--- config.mk ---
export PLATFORM = sky130hd
export DESIGN_NAME = sysctl_regbank
export DESIGN_NICKNAME = d
export VERILOG_FILES = /design/src/rtl/sysctl_pkg.sv /design/src/rtl/sysctl_lock.sv /design/src/rtl/sysctl_flags.sv /design/src/rtl/sysctl_tick.sv /design/src/rtl/sysctl_regbank.sv
export SDC_FILE = /design/constraint.sdc
export NUM_CORES = 1
export LEC_CHECK = 0
export BUFFER_PORTS_ARGS = -buffer_cell sky130_fd_sc_hd__clkbuf_2
export CORE_UTILIZATION = 35
export CTS_BUF_LIST = sky130_fd_sc_hd__clkbuf_8
export DETAILED_ROUTE_END_ITERATION = 7
export PLACE_DENSITY = 0.48
export SYNTH_ARGS = -nofsm -noshare
export SYNTH_HDL_FRONTEND = slang
export SYNTH_SLANG_ARGS = --single-unit
--- constraint.sdc ---
create_clock -name clk -period 5.33 [get_ports clk]
set_clock_uncertainty 0.15 [all_clocks]
set_input_delay 0.533 -clock clk [delete_from_list [all_inputs] [get_ports clk]]
set_output_delay 0.533 -clock clk [all_outputs]
set_load 0.02 [all_outputs]
--- src/rtl/sysctl_pkg.sv ---
package sysctl_pkg;

  localparam logic [15:0] UNLOCK_KEY     = 16'hA05F;
  localparam logic [11:0] BT_RC_RESERVED = 12'h190;

  // word offsets (byte offset / 4)
  localparam int W_ID     = 'h00;
  localparam int W_LOCK   = 'h08;
  localparam int W_VSET   = 'h0C;
  localparam int W_VCLR   = 'h0D;
  localparam int W_NVSET  = 'h0E;
  localparam int W_NVCLR  = 'h0F;
  localparam int W_RSTCTL = 'h10;
  localparam int W_TICK   = 'h17;

  function automatic logic [11:0] board_type(input logic [31:0] id);
    return id[27:16];
  endfunction

  function automatic logic [15:0] lock_store(input logic [15:0] d);
    return (d == UNLOCK_KEY) ? UNLOCK_KEY : {1'b0, d[14:0]};
  endfunction

  function automatic logic [31:0] flag_update(input logic [31:0] cur, input logic [31:0] d,
                                              input logic set_w, input logic clr_w);
    logic [31:0] r;
    r = cur;
    if (set_w) r = r | d;
    if (clr_w) r = r & ~d;
    return r;
  endfunction

  // returns {carry, next accumulator}
  function automatic logic [32:0] tick_next(input logic [31:0] acc, input logic [31:0] step,
                                            input logic [31:0] modulus);
    logic [32:0] sum;
    sum = {1'b0, acc} + {1'b0, step};
    if (sum >= {1'b0, modulus}) return {1'b1, 32'(sum - {1'b0, modulus})};
    return {1'b0, sum[31:0]};
  endfunction

endpackage

--- src/rtl/sysctl_lock.sv ---
module sysctl_lock
  import sysctl_pkg::*;
(
  input  logic        clk,
  input  logic        rst_n,
  input  logic        wr,
  input  logic [15:0] wdata,
  output logic [15:0] lockval,
  output logic        unlocked
);
  always_ff @(posedge clk or negedge rst_n) begin
    if (!rst_n)  lockval <= '0;
    else if (wr) lockval <= lock_store(wdata);
  end

  assign unlocked = (lockval == UNLOCK_KEY);


  a_r3_key_unlocks: assert property (@(posedge clk) disable iff (!rst_n)
    (wr && wdata == UNLOCK_KEY) |=> unlocked);
  a_r3_other_locks: assert property (@(posedge clk) disable iff (!rst_n)
    (wr && wdata != UNLOCK_KEY) |=> (!unlocked && lockval[15] == 1'b0));
endmodule

--- src/rtl/sysctl_flags.sv ---
module sysctl_flags
  import sysctl_pkg::*;
#(
  parameter int W = 32
) (
  input  logic         clk,
  input  logic         rst_n,
  input  logic         set_wr,
  input  logic         clr_wr,
  input  logic [W-1:0] wdata,
  output logic [W-1:0] flags
);
  always_ff @(posedge clk or negedge rst_n) begin
    if (!rst_n) flags <= '0;
    else        flags <= W'(flag_update(32'(flags), 32'(wdata), set_wr, clr_wr));
  end

  // set and clear act on exactly the data bits
  a_r4_flag_set: assert property (@(posedge clk) disable iff (!rst_n)
    (set_wr && !clr_wr) |=> ((flags & $past(wdata)) == $past(wdata)));
  a_r4_flag_clr: assert property (@(posedge clk) disable iff (!rst_n)
    (clr_wr && !set_wr) |=> ((flags & $past(wdata)) == '0));
  a_r5_flag_hold: assert property (@(posedge clk) disable iff (!rst_n)
    (!set_wr && !clr_wr) |=> $stable(flags));
endmodule

--- src/rtl/sysctl_tick.sv ---
module sysctl_tick
  import sysctl_pkg::*;
#(
  parameter int unsigned SYS_CLK_HZ = 100_000_000,
  parameter int unsigned TICK_HZ    = 24_000_000
) (
  input  logic        clk,
  input  logic        rst_n,
  output logic [31:0] count
);
  localparam logic [31:0] STEP = 32'(TICK_HZ);
  localparam logic [31:0] MODV = 32'(SYS_CLK_HZ);

  logic [31:0] acc;
  logic [32:0] nxt;
  logic        tick_evt;

  assign nxt      = tick_next(acc, STEP, MODV);
  assign tick_evt = nxt[32];

  always_ff @(posedge clk or negedge rst_n) begin
    if (!rst_n) begin
      acc   <= '0;
      count <= '0;
    end else begin
      acc <= nxt[31:0];
      if (tick_evt) count <= count + 32'd1;
    end
  end


  a_r10_step_one: assert property (@(posedge clk) disable iff (!rst_n)
    1'b1 |=> (count == $past(count) || count == $past(count) + 32'd1));
  a_r10_acc_range: assert property (@(posedge clk) disable iff (!rst_n)
    acc < MODV);
endmodule

--- src/rtl/sysctl_regbank.sv ---
module sysctl_regbank
  import sysctl_pkg::*;
#(
  parameter logic [31:0] BOARD_ID   = 32'h0178_0000,
  parameter int unsigned SYS_CLK_HZ = 100_000_000,
  parameter int unsigned TICK_HZ    = 24_000_000,
  parameter int          ADDR_W     = 12,
  parameter int          RST_LVL_W  = 8
) (
  input  logic              clk,
  input  logic              por_n,
  input  logic              soft_rst_n,
  input  logic              bus_sel,
  input  logic              bus_we,
  input  logic [ADDR_W-1:0] bus_addr,
  input  logic [31:0]       bus_wdata,
  output logic [31:0]       bus_rdata,
  output logic              sys_reset_req
);
  localparam int  WI_W        = ADDR_W - 2;
  localparam bit  RC_RESERVED = (board_type(BOARD_ID) == BT_RC_RESERVED);

  logic [WI_W-1:0] word_idx;
  logic            wr, rst_any_n;
  logic [15:0]     lockval;
  logic            unlocked;
  logic [31:0]     vflags, nvflags, tick_cnt;
  logic [RST_LVL_W-1:0] rst_lvl;
  logic            rc_wr, rc_accept;
  logic            unused_addr;

  assign unused_addr = ^bus_addr[1:0];
  assign word_idx    = bus_addr[ADDR_W-1:2];
  assign wr          = bus_sel && bus_we;
  assign rst_any_n   = por_n && soft_rst_n;
  assign rc_wr       = wr && int'(word_idx) == W_RSTCTL;

  sysctl_lock u_lock (
    .clk(clk), .rst_n(rst_any_n),
    .wr(wr && int'(word_idx) == W_LOCK), .wdata(bus_wdata[15:0]),
    .lockval(lockval), .unlocked(unlocked)
  );

  sysctl_flags #(.W(32)) u_vflags (
    .clk(clk), .rst_n(rst_any_n),
    .set_wr(wr && int'(word_idx) == W_VSET), .clr_wr(wr && int'(word_idx) == W_VCLR),
    .wdata(bus_wdata), .flags(vflags)
  );

  sysctl_flags #(.W(32)) u_nvflags (
    .clk(clk), .rst_n(por_n),
    .set_wr(wr && int'(word_idx) == W_NVSET), .clr_wr(wr && int'(word_idx) == W_NVCLR),
    .wdata(bus_wdata), .flags(nvflags)
  );

  sysctl_tick #(.SYS_CLK_HZ(SYS_CLK_HZ), .TICK_HZ(TICK_HZ)) u_tick (
    .clk(clk), .rst_n(por_n), .count(tick_cnt)
  );

  generate
    if (RC_RESERVED) begin : g_rc_reserved
      assign rc_accept     = 1'b0;
      assign rst_lvl       = '0;
      assign sys_reset_req = 1'b0;
    end else begin : g_rc_active
      logic [RST_LVL_W-1:0] lvl_q;
      logic                 req_q;
      assign rc_accept = rc_wr && unlocked;
      always_ff @(posedge clk or negedge rst_any_n) begin
        if (!rst_any_n) begin
          lvl_q <= '0;
          req_q <= 1'b0;
        end else begin
          req_q <= rc_accept;
          if (rc_accept) lvl_q <= bus_wdata[RST_LVL_W-1:0];
        end
      end
      assign rst_lvl       = lvl_q;
      assign sys_reset_req = req_q;

      // a locked write leaves the level unchanged
      a_r6_locked_hold: assert property (@(posedge clk) disable iff (!rst_any_n)
        (rc_wr && !unlocked) |=> $stable(lvl_q));
    end
  endgenerate

  always_comb begin
    case (int'(word_idx))
      W_ID:     bus_rdata = BOARD_ID;
      W_LOCK:   bus_rdata = {16'h0, lockval};
      W_VSET:   bus_rdata = vflags;
      W_NVSET:  bus_rdata = nvflags;
      W_RSTCTL: bus_rdata = 32'(rst_lvl);
      W_TICK:   bus_rdata = tick_cnt;
      default:  bus_rdata = '0;
    endcase
  end

  // a request follows only an unlocked write to reset control
  a_r7_req_source: assert property (@(posedge clk) disable iff (!rst_any_n)
    sys_reset_req |-> $past(rc_wr && unlocked));
  a_r7_req_follows: assert property (@(posedge clk) disable iff (!rst_any_n)
    rc_accept |=> sys_reset_req);
  // reserved variant never requests
  a_r9_reserved_quiet: assert property (@(posedge clk) disable iff (!rst_any_n)
    (RC_RESERVED && rc_wr) |=> !sys_reset_req);
endmodule

# [After elaboration in Yosys (flattened, before gate mapping)]
# Cells that the tools add are included.
[word_totals] reg_bits=153 inputBits=49
[classes] n_addsub=3 n_lt_le_gt_ge=1 n_eq_ne=13 n_mux=9 bitwise=5 reduce_logical=10
[op_table] operator="32-bit case mux with 6 select lines" count=1
[op_table] operator="32-bit 2-to-1 mux" count=4
[op_table] operator="10-bit by 5-bit == test with 1-bit output (second input constant)" count=7
[op_table] operator="33-bit 2-to-1 mux" count=2
[op_table] operator="32-bit AND" count=2
[op_table] operator="32-bit OR" count=2
[op_table] operator="32-bit by 25-bit adder with 33-bit output (second input constant)" count=1
[op_table] operator="33-bit by 27-bit >= comparator with 1-bit output (second input constant)" count=1
[op_table] operator="32-bit by 1-bit adder with 32-bit output (second input constant)" count=1
[op_table] operator="16-bit == test (second input constant)" count=2
[op_table] operator="32-bit inverter" count=1
[op_table] operator="32-bit by 27-bit subtractor with 32-bit output (second input constant)" count=1
[op_table] operator="10-bit by 4-bit == test with 1-bit output (second input constant)" count=3
[op_table] operator="16-bit 2-to-1 mux" count=1
[op_table] operator="10-bit by 6-bit == test with 1-bit output (second input constant)" count=1
[op_table] operator="10-bit logical NOT" count=1
[op_table] operator="1-bit logical AND" count=9
[op_table] operator="1-bit 2-to-1 mux" count=1

# [Longest topological paths before layout]
# Gate-level depths: netlist of run 1.
[logic_depth] depth_word=5 depth_mapped=15 mapped_depth_nobuf=11

# [By module]
# From an unflattened synthesis of run 1, not the netlist that was laid out.
[hier_totals] cells_unflattened=819 area_unflattened_um2=8533.2
[modules_own_cells] module="sysctl_tick" n_inst=1 cells_each=376 area_each_um2=3822.4
[modules_own_cells] module="sysctl_flags" n_inst=2 cells_each=102 area_each_um2=1169.9
[modules_own_cells] module="sysctl_regbank" n_inst=1 cells_each=192 area_each_um2=1640.3
[modules_own_cells] module="sysctl_lock" n_inst=1 cells_each=47 area_each_um2=730.7

# [Least setup slack after synthesis of run 1]
# No wires, ideal clock.
[synth_timing] path_type="register -> register" from="reg u_tick.acc[9]" to="reg u_tick.acc[18]" setup_ns=0.079 arrival_ns=3.094 required_ns=5.101 setup_slack_ns=2.007 path_stages_with_launch=15 synth_period_minus_slack_ns=3.323 path_cell_list="dfrtp_1 > inv_1 > ha_1 > buf_2 > nand2b_1 > a21oi_1 > o21bai_1 > a211oi_1 > a2bb2oi_1 > a211oi_4 > or2_1 > buf_2 > buf_6 > a21oi_1 > xor2_1"
[synth_between] elab_chain_cells=4
[synth_lines] element="from (decl)" line_no="sysctl_tick.sv:14" rtl="logic [31:0] acc;"
[synth_lines] element="from (signal assigned)" line_no="sysctl_tick.sv:26" rtl="acc <= nxt[31:0];"
[synth_lines] element="32-bit by 25-bit adder with 33-bit output (*)" line_no="sysctl_pkg.sv:37" rtl="sum = {1'b0, acc} + {1'b0, step};"
[synth_lines] element="32-bit by 27-bit subtractor with 32-bit output / 33-bit by 27-bit >= comparator with 1-bit output (equally long branches)" line_no="sysctl_pkg.sv:38" rtl="if (sum >= {1'b0, modulus}) return {1'b1, 32'(sum - {1'b0, modulus})};"
[synth_lines] element="33-bit 2-to-1 mux / 1-bit 2-to-1 mux (equally long branches)" line_no="sysctl_pkg.sv:38"
[synth_lines] element="33-bit 2-to-1 mux (*)" line_no="sysctl_pkg.sv:39" rtl="return {1'b0, sum[31:0]};"
[synth_lines] element="via u_tick.nxt[18]" line_no="sysctl_tick.sv:15" rtl="logic [32:0] nxt;"
# The timed path passes the listed nets; every way through them passes the cells marked *. The select of a mux whose other input is x is not followed.
# A chain may end at the register's enable or synchronous reset.

# [Worst setup path after layout of run 1]
[layout_timing] from="reg u_tick.acc[9]" to="reg u_tick.count[29]"
[layout_between] elab_chain_cells=4
[layout_lines] element="32-bit by 25-bit adder with 33-bit output" line_no="sysctl_pkg.sv:37"
[layout_lines] element="33-bit by 27-bit >= comparator with 1-bit output" line_no="sysctl_pkg.sv:38"
[layout_lines] element="1-bit 2-to-1 mux" line_no="sysctl_pkg.sv:38"
[layout_lines] element="33-bit 2-to-1 mux" line_no="sysctl_pkg.sv:39"
[layout_lines] element="to (signal assigned)" line_no="sysctl_tick.sv:27" rtl="if (tick_evt) count <= count + 32'd1;"
[layout_lines] element="to (decl)" line_no="sysctl_tick.sv:9" rtl="output logic [31:0] count"
# Every way passes these cells.

==> out/metrics.cfg, run 1 <==
[status]
outcome=completed

[worst_hold_path]
hp-class=in2reg

[placed_design]
portBuffers=79
place_area_um2=8410
placedCellCount=1138
dpl.hpwl_mm=15.1
globalplace.congestion=0.827

[logic_synthesis]
ys_ff_latch=145
synth_top_area_cell=dfrtp_1
ys_seq_area_share_pct=46.8
synth-edff-count=0
synth_top_cell_area_share_pct=46.8
syn_inst=812
synthTopCellsByCount=145 x dfrtp_1, 142 x a21oi_1, 74 x nand2_1, 46 x xnor2_1, 39 x nor2_1
avgSynthCellArea_um2=9.54
syn_area_um2=7750
ys_warn_count=0
async_flop_share_pct=100
netlist-cell-type-count=69
ys.flop_type=dfrtp_1
yosysMostFrequentCell=dfrtp_1
synthesis.nets=867
ys_top_cells_by_area=dfrtp_1 47%, a21oi_1 9.2%, xnor2_1 5.2%

[drt]
drt_iter0_drc=613
drc_errors=0
wl_per_cell_um=19.0
routed_via_density=5.65
dr.pass1.iters=6
drt-total-wl_mm=22.2
ant_nets=0
vias=6617

[cts]
cts_buffer_depth=2
htreeDepth=4
clk_latency_ns=0.46
cts_tree=done
cts_buffers=17
cts_num_sinks=145
cts_resized=0
clk_pin_slew_ns=0.10
cts_root_buf=clkbuf_8

[pwr]
p_sw_share_pct=26.4
power_frac_seq_pct=52.0
leakagePower_nw=4.16
combPwrFrac_pct=3.3
p_clk_share_pct=44.7
vdd_drop_max_mv=0.136
p_int_w=0.00157
power.density_nw_per_um2=241
switchingPower_w=0.000563

[setup_path]
cp_top_family=simple AND/OR/NAND/NOR gates
critical_path_buf_inv_count=1
worstSetupEndpointType=flop
critPathLaunchType=flop
crit_slowest_cell=nor2_2
worstSetupPathType=reg2reg
critPathMaxFanout=15
cp.arrival_ns=4.24
cp.required_ns=5.50
crit_chain=inv_1 -> ha_1 -> nor2b_1 -> o21ai_4 -> a21o_1 -> xnor2_1 -> o31ai_2 -> nand4_2 -> nor2_2 -> nor4_1 -> xor2_1
max_stage_delay_ns=0.71

[cells_and_area]
stdcell_count=1171
area_delta_synth_final_pct=14.2
fin_area_um2=8850
antenna_cells=0
drive_gt1_share_pct=19.0
nNetsFinal=933
fillers=2180

[die]
fp.dieW_um=151
rows=54
ios=82
die_y_um=151
core_area_um2=21800
die_area_um2=22700
start_util_pct=35.6

[timing]
rsz0062_at_grt=false
drv_slew=0
fin_crit_ns=4.07
max_freq_ghz=0.246
final.setup.tns_ns=0
worst_slew_pin_slew_ns=0.888
finalHoldViolCount=0
slew_headroom_pct=40.7
min_period_over_period_pct=76.3
setup_violations=0
hold_ws_ns=0.120

[global_routing]
grt_pass1_vias=6560
grt_pass1_wl_mm=36.2
grt_overflow=0
track_usage_pct=20.7
antenna_found_initial=0
grt_max_degree=62

[run]
drv_cap=0

-- area by class of cell --
type	count	area, um2	area share (%)
Timing Repair Buffer	97	536	6.05
Clock inverter	15	190	2.15
Sequential cell	145	3630	41.0
Multi-Input combinational cell	589	3800	43.0
Inverter	28	105	1.19
Clock buffer	17	234	2.64
Tap cell	280	350	3.96
-- final timing paths --
kind | startpoint | endpoint | slack, ns | depth (start not counted)
setup / recovery | u_tick.acc[9] | u_tick.count[29] | 1.26 | 11
max in group asynchronous | por_n | asynchronous set/reset pin | 3.33 | 4
hold reg to reg | u_tick.count[31] | u_tick.count[31] | 0.36 | 1
setup reg to reg | u_tick.acc[9] | u_tick.count[29] | 1.26 | 11
min in group asynchronous | soft_rst_n | sys_reset_req | 0.19 | 3
hold / removal | bus_wdata[18] | flop | 0.12 | 2
-- cells in the final DEF (no fill, tap or decap), drive strengths merged, types with 20 or more instances in the layout --
master / netlist / routed
xnor2: 47 / 47
dfrtp: 145 / 145
inv: 28 / 38
nor3: 20 / 20
nor2: 41 / 41
clkbuf: 34 / 95
nand2: 74 / 74
mux2: 23 / 23
a222oi: 27 / 27
nand3: 27 / 27
a21oi: 142 / 142
nand4: 23 / 23
-- routing by layer --
layer / track usage [%] / share of wire [%] / vias up
met4: 6.10 / 1.2 / 0
met1: 28.5 / 45 / 3288
met3: 3.43 / 5.0 / 15
met2: 33.4 / 49 / 191
met5: 0 / 0 / -
li1: - / - / 3123
-- worst register-to-register path, delay by kind of cell (launching register included) --
family,cells,cell delay (ns)
DFF,1,0.49
AOI/OAI and AO/OA,3,0.85
and+or+nand+nor,4,1.66
xor gates and xnor gates,2,0.37
buffers and inverters,1,0.10
adders and majority gates,1,0.31
-- cells by family after synthesis --
family                   synth area share, %
AND/OR/NAND/NOR                         16.7
AO/OA/AOI/OAI                           20.2
flip-flops                              46.8
buffers and inverters                   4.46
XOR/XNOR                                7.44
multiplexers                            3.34
adder cells (fa/ha/maj)                0.969
-- per-stage QoR --
step / total power, W / utilization [%] / setup WS (ns)
finish: 0.00213 / 40.7 / 1.26
global route: 0.00222 / 40.7 / 0.933
CTS: 0.00216 / 40.7 / 1.22
detailed placement: 0.00120 / 38.7 / 1.26
global placement: 0.00120 / 38.7 / 1.35
floorplan: 0.00114 / - / 2.01
-- power by group through the flow --
| stage | Clock [W] | Sequential, W | Combinational, W |
|---|---|---|---|
| after floorplan | 0 | 0.00113 | 0.0000150 |
| after detailed placement | 0 | 0.00113 | 0.0000723 |
| final | 0.000952 | 0.00111 | 0.0000708 |
| after global routing | 0.00103 | 0.00111 | 0.0000810 |
| after CTS | 0.000984 | 0.00111 | 0.0000729 |
| after global placement | 0 | 0.00113 | 0.0000704 |
-- repair_timing --
item                                   CTS  global route
hold buffers                             1             0
buffers inserted                         0             0
endpoints found under the hold margin   27             0
(Power assumes the default switching activity.)
==> inputs of run 2 (changes only) <==
Settings changed: PLACE_DENSITY 0.48 to 0.5.
Clock period 5.33 ns to 3.6 ns, I/O delays scaled along.
==> out/metrics.cfg, run 2 (synthesis results as in run 1) <==
[cells_and_area]
nNetsFinal=993  ; +6.4%
area_delta_synth_final_pct=22.7
fillers=2147  ; -1.5%
final_common_cell=dfrtp_1
stdcell_count=1231  ; +5.1%
fin_area_um2=9510  ; +7.5%
most-common-layout-cells=145 x dfrtp_1, 140 x a21oi_1, 78 x clkbuf_2
antenna_cells=0  ; unchanged
post-route-util_pct=43.7  ; +3.1 points
drive_gt1_share_pct=22.5  ; +3.5 points

[global_routing]
grt_max_degree=59  ; -4.8%
grt_pass1_wl_mm=35.9  ; -0.80%
grt_pass1_vias=6623  ; +0.96%
track_usage_pct=20.5  ; -0.22 points
grt_overflow=0  ; unchanged
antenna_found_initial=0  ; unchanged

[cts]
clk_latency_ns=0.46  ; about the same
cts_buffer_depth=2  ; unchanged
cts_tree=done
htreeDepth=4  ; unchanged
clk_pin_slew_ns=0.10  ; about the same
cts_buffers=17  ; unchanged
cts_root_buf=clkbuf_8
cts_num_sinks=145  ; unchanged

[timing]
fin_crit_ns=3.38  ; -0.689 ns
final.setup.tns_ns=0  ; unchanged
min_period_over_period_pct=93.9  ; +18 points
finalHoldViolCount=0  ; unchanged
rsz0062_at_grt=false
slew_headroom_pct=43.3  ; +2.5 points
worst_slew_pin_slew_ns=0.851  ; -0.0369 ns
drv_slew=0  ; unchanged
max_freq_ghz=0.296  ; +20%
setup_violations=0  ; unchanged

[setup_path]
critPathMaxFanout=10  ; -5
worstSetupEndpointType=flop
worstSetupPathType=reg2reg
critPathLaunchType=flop
crit_top_cell=buf_4
max_stage_delay_ns=0.44  ; -0.27 ns
cp.required_ns=3.83  ; -1.67 ns
cp.arrival_ns=3.61  ; -0.63 ns
rrSetupSlack_ns=0.22  ; -1.04 ns
reg2reg_depth=14  ; +3
crit_chain=inv_1 -> ha_2 -> nor2b_1 -> buf_4 -> o21ai_4 -> a21oi_1 -> a31oi_1 -> o2111ai_1 -> a211oi_4 -> buf_4 -> nor2_2 -> buf_4 -> nor4_2 -> xor2_1
crit_slowest_cell=dfrtp_1

[pwr]
power.density_nw_per_um2=326  ; +35%
finalPower_w=0.00310  ; +46%
vdd_drop_max_mv=0.246  ; +81%
leakagePower_nw=4.45  ; +7.1%

[drt]
routed_via_density=5.43  ; -4.0%
ant_nets=0  ; unchanged
drc_errors=0  ; unchanged
vias=6679  ; +0.94%
wl_per_cell_um=17.8  ; -6.1%
dr.pass1.iters=5  ; -1
drt-total-wl_mm=21.9  ; -1.3%
drt_iter0_drc=567  ; -7.5%

[worst_hold_path]
whs_path_depth=2  ; unchanged
hp-class=in2reg

[die]
ios=82  ; unchanged
rows=54  ; unchanged
start_util_pct=35.6  ; unchanged
fp.dieW_um=151  ; unchanged
core_area_um2=21800  ; unchanged
die_y_um=151  ; unchanged
die_area_um2=22700  ; unchanged

[placed_design]
placedCellCount=1168  ; +2.6%
portBuffers=79  ; unchanged
place_area_um2=8700  ; +3.4%
globalplace.congestion=0.810  ; -2.0%
dpl.hpwl_mm=15.1  ; +0.22%

[run]
drv_cap=0  ; unchanged

[status]
outcome=completed

[run 2: cell count changes in the layout (fill, tap and decap cells not counted), sizes merged]
| cell | before | now |
|---|---|---|
| bufinv | 2 | 0 |
| clkinv | 3 | 9 |
| buf | 18 | 50 |
| clkinvlp | 0 | 2 |
| dlygate4sd3 | 1 | 29 |
| inv | 38 | 32 |
[run 2: report_power, final]
part / internal [W] / switching [W]
combinational: 0.0000499 / 0.0000781
clock: 0.000537 / 0.000796
sequential: 0.00163 / 0.00000439
[run 2: worst paths after layout]
kind                                   from                         end
min in group asynchronous             por_n              u_tick.acc[31]
hold reg to reg            u_tick.count[31]            u_tick.count[31]
max in group asynchronous             por_n  asynchronous set/reset pin
hold / removal                 bus_wdata[2]                        flop
setup reg to reg             u_tick.acc[10]            u_tick.count[27]
setup / recovery             u_tick.acc[10]            u_tick.count[27]
[run 2: cell type report]
type / instances / area (um2) / area share (%)
multi-input combinational: 589 / 3880 / 40.8
sequential: 145 / 3630 / 38.1
timing repair buffer: 157 / 1120 / 11.8
tap: 280 / 350 / 3.68
clock buffer: 17 / 234 / 2.46
clock inverter: 15 / 196 / 2.06
inverter: 28 / 105 / 1.10
[run 2: through the flow]
stage	hold slack [ns]	setup WS (ns)
floorplan	-0.0856	0.277
global placement	0.194	0.188
detailed placement	0.196	0.0976
CTS	0.00379	0.0848
global route	0.0105	0.0204
finish	0.0224	0.220
[run 2: timing repair]
action | CTS | global route
resized for setup | 0 | 17
setup buffers | 0 | 2
endpoints found under the setup margin | 0 | 27
endpoints found under the hold margin | 114 | 0
hold buffers | 29 | 0
[run 2: worst max-delay path, delay by kind of cell (launching register included)]
| kind | cells | cell delay, ns |
|---|---|---|
| AO/OA/AOI/OAI | 5 | 1.26 |
| buffers and inverters | 4 | 0.66 |
| flip-flops | 1 | 0.44 |
| AND/OR/NAND/NOR | 3 | 0.42 |
| adder cells (fa/ha/maj) | 1 | 0.21 |
| XOR/XNOR | 1 | 0.17 |
[run 2: routing by layer]
layer  routed length [um]  track usage [%]
met1                10300             28.7
met2                10400             32.4
met3                  979             4.13
met4                  176             4.95
met5                    0                0
==> inputs of run 3 (changes only) <==
Settings changed: ABC_AREA set to 1.
==> out/metrics.cfg, run 3 <==
[status]
outcome=completed

[global_routing]
grt_max_degree=58  ; -1.7%
grt_pass1_wl_mm=42.8  ; +19%
track_usage_pct=20.9  ; +0.44 points
grt_overflow=0  ; unchanged
antenna_found_initial=0  ; unchanged
grt_pass1_vias=8154  ; +23%

[drt]
routed_via_density=5.12  ; -5.6%
dr.pass1.iters=8  ; +3
drc_errors=0  ; unchanged
wl_per_cell_um=15.9  ; -11%
drt-total-wl_mm=26.4  ; +20%
vias=8490  ; +27%
ant_nets=0  ; unchanged
drt_iter0_drc=398  ; -30%

[cts]
cts_buffer_depth=2  ; unchanged
postCtsSetupRepairBufs=0  ; unchanged
cts_num_sinks=145  ; unchanged
htreeDepth=4  ; unchanged
cts_tree=done
cts_hold_buf=29  ; unchanged
cts_resized=0  ; unchanged
cts_buffers=17  ; unchanged
clk_pin_slew_ns=0.09  ; about the same
cts_root_buf=clkbuf_8
clk_latency_ns=0.46  ; about the same

[die]
die_area_um2=26000  ; +14%
ios=82  ; unchanged
core_area_um2=24600  ; +13%
die_y_um=161  ; +6.9%
rows=57  ; +5.6%
start_util_pct=36.1  ; +0.45 points
fp.dieW_um=161  ; +6.9%

[cells_and_area]
area_delta_synth_final_pct=17.3
post-route-util_pct=42.3  ; -1.4 points
drive_gt1_share_pct=13.6  ; -8.9 points
final_common_cell=nand2_1
fillers=2631  ; +23%
nNetsFinal=1376  ; +39%
fin_area_um2=10400  ; +9.5%
antenna_cells=0  ; unchanged
most-common-layout-cells=298 x nand2_1, 166 x inv_1, 145 x dfrtp_1

[logic_synthesis]
syn_inst=1209  ; +49%
ys_top_cells_by_area=dfrtp_1 41%, nand2_1 13%, inv_1 7.1%
synth-edff-count=0  ; unchanged
ys_ff_latch=145  ; unchanged
ys_warn_count=0  ; unchanged
synth_top_area_cell=dfrtp_1
yosysMostFrequentCell=nand2_1
synthTopCellsByCount=298 x nand2_1, 167 x inv_1, 145 x dfrtp_1, 105 x nor2_1, 103 x nand3_1
avgSynthCellArea_um2=7.34  ; -23%
synth_top_cell_area_share_pct=40.9  ; -5.9 points
ys_seq_area_share_pct=40.9  ; -5.9 points
ys.flop_type=dfrtp_1
netlist-cell-type-count=39  ; -43%
syn_area_um2=8880  ; +15%
synthesis.nets=1264  ; +46%
async_flop_share_pct=100  ; unchanged

[setup_path]
endpoint=u_tick.count[2]
setup.worst_path.start=u_tick.acc[9]
critPathLaunchType=flop
crit_top_cell=nand2_1
cp.arrival_ns=3.30  ; -0.31 ns
cp_top_family=simple AND/OR/NAND/NOR gates
max_stage_delay_ns=0.46  ; +0.02 ns
critical_path_buf_inv_count=3  ; -1
reg2reg_depth=19  ; +5
cp.depth=19  ; +5
worstSetupPathType=reg2reg
worstSetupEndpointType=flop
crit_chain=inv_1 -> ha_1 -> inv_1 -> nand2_1 -> nand2_1 -> nand2_1 -> nand2_1 -> nand2_1 -> nor2_2 -> nand3_1 -> nand2_1 -> nand3_2 -> nor2_4 -> nor2_2 -> nand2_4 -> buf_4 -> nand2_1 -> nand2_1 -> nand2_1
critPathMaxFanout=28  ; +18
crit_slowest_cell=dfrtp_1
timing.rr.end=u_tick.count[2]
rrSetupSlack_ns=0.49  ; +0.27 ns
reg2reg_from=u_tick.acc[9]
cp.required_ns=3.79  ; -0.04 ns

[placed_design]
place_area_um2=9720  ; +12%
post-place-ws_ns=0.478  ; +0.380 ns
portBuffers=79  ; unchanged
globalplace.congestion=0.839  ; +3.6%
dpl.hpwl_mm=19.4  ; +28%

[timing]
worst_slew_pin_slew_ns=0.802  ; -0.0493 ns
finalHoldViolCount=0  ; unchanged
fin_crit_ns=3.11  ; -0.271 ns
final.setup.tns_ns=0  ; unchanged
drv_slew=0  ; unchanged
min_period_over_period_pct=86.4  ; -7.5 points
setup_slack_ns=0.491  ; +0.271 ns
max_freq_ghz=0.322  ; +8.7%
slew_headroom_pct=46.5  ; +3.3 points
setup_violations=0  ; unchanged
rsz0062_at_grt=false

[pwr]
p_clk_share_pct=42.7  ; -0.3 points
p_int_w=0.00227  ; +2.3%
leakagePower_nw=5.19  ; +17%
finalPower_w=0.00312  ; +0.68%
power.density_nw_per_um2=300  ; -8.0%
combPwrFrac_pct=4.8  ; +0.7 points
switchingPower_w=0.000849  ; -3.4%
vdd_drop_max_mv=0.202  ; -18%
power_frac_seq_pct=52.5  ; -0.4 points
p_sw_share_pct=27.2  ; -1.1 points

[run]
drv_cap=0  ; unchanged

[worst_hold_path]
hp-class=in2async

==> run 3: cell count changes after synthesis, sizes merged, moves of 64 or more <==
| cell | before | now |
|---|---|---|
| nor2 | 41 | 117 |
| nand3 | 27 | 109 |
| a21oi | 142 | 15 |
| nand2 | 74 | 310 |
| o21ai | 15 | 79 |
| inv | 28 | 177 |
==> run 3: worst min path at each step <==
stage	from	endpoint	slack (ns)	depth (start not counted)
final	soft_rst_n	asynchronous set/reset pin	0.01	4
after global routing	bus_wdata[5]	flop	0.004	2
after CTS	bus_wdata[8]	flop	0.0007	2
after detailed placement	u_lock.lockval[7]	u_lock.lockval[7]	0.32	2
after global placement	u_lock.lockval[11]	u_lock.lockval[11]	0.32	2
after floorplan	por_n	asynchronous set/reset pin	-0.09	0
==> run 3: worst reg2reg max path: cells and delay by family, from the launching register on <==
kind | cells | cell delay, ns
and+or+nand+nor | 15 | 1.74
DFF | 1 | 0.46
adders and majority gates | 1 | 0.23
buffers and inverters | 3 | 0.42
==> run 3: routing by layer <==
layer | track usage (%) | part of all wire (%)
met2 | 34.7 | 47
met5 | 0 | 0
met3 | 2.98 | 3.8
met1 | 28.6 | 48
met4 | 5.49 | 1.4
==> run 3: area by class of cell <==
type	count	area, um2	share of cell area (%)
clock buffers	17	234	2.25
clock inverters	15	168	1.61
inverters	179	672	6.45
multi-input cells	847	4420	42.5
flip-flops and latches	145	3630	34.8
well taps	324	405	3.89
repair buffers	131	886	8.51
==> run 3: logic make-up (layout without fill, tap and decap cells) <==
kind of cell             after synthesis  count (layout)  synth area share, %
AND/OR/NAND/NOR                      600             600                 29.9
buffers and inverters                217             342                 9.49
AO/OA/AOI/OAI                        204             204                 15.2
flip-flops                           145             145                 40.9
XOR/XNOR                              37              37                 3.65
adder cells (fa/ha/maj)                6               6                0.846
==> run 3: metrics by stage <==
| stage | hold slack, ns | std cells |
|---|---|---|
| floorplan | -0.0856 | 1209 |
| global placement | 0.318 | 1597 |
| detailed placement | 0.324 | 1597 |
| CTS | 0.000705 | 1658 |
| global route | 0.00449 | 1658 |
| finish | 0.00955 | 1658 |
==> run 3: power by group through the flow <==
| stage | clock [W] | sequential [W] | combinational (W) |
|---|---|---|---|
| global placement | 0 | 0.00167 | 0.000128 |
| global route | 0.00144 | 0.00164 | 0.000169 |
| detailed placement | 0 | 0.00167 | 0.000129 |
| finish | 0.00133 | 0.00164 | 0.000151 |
| CTS | 0.00138 | 0.00164 | 0.000153 |
| floorplan | 0 | 0.00167 | 0.0000401 |
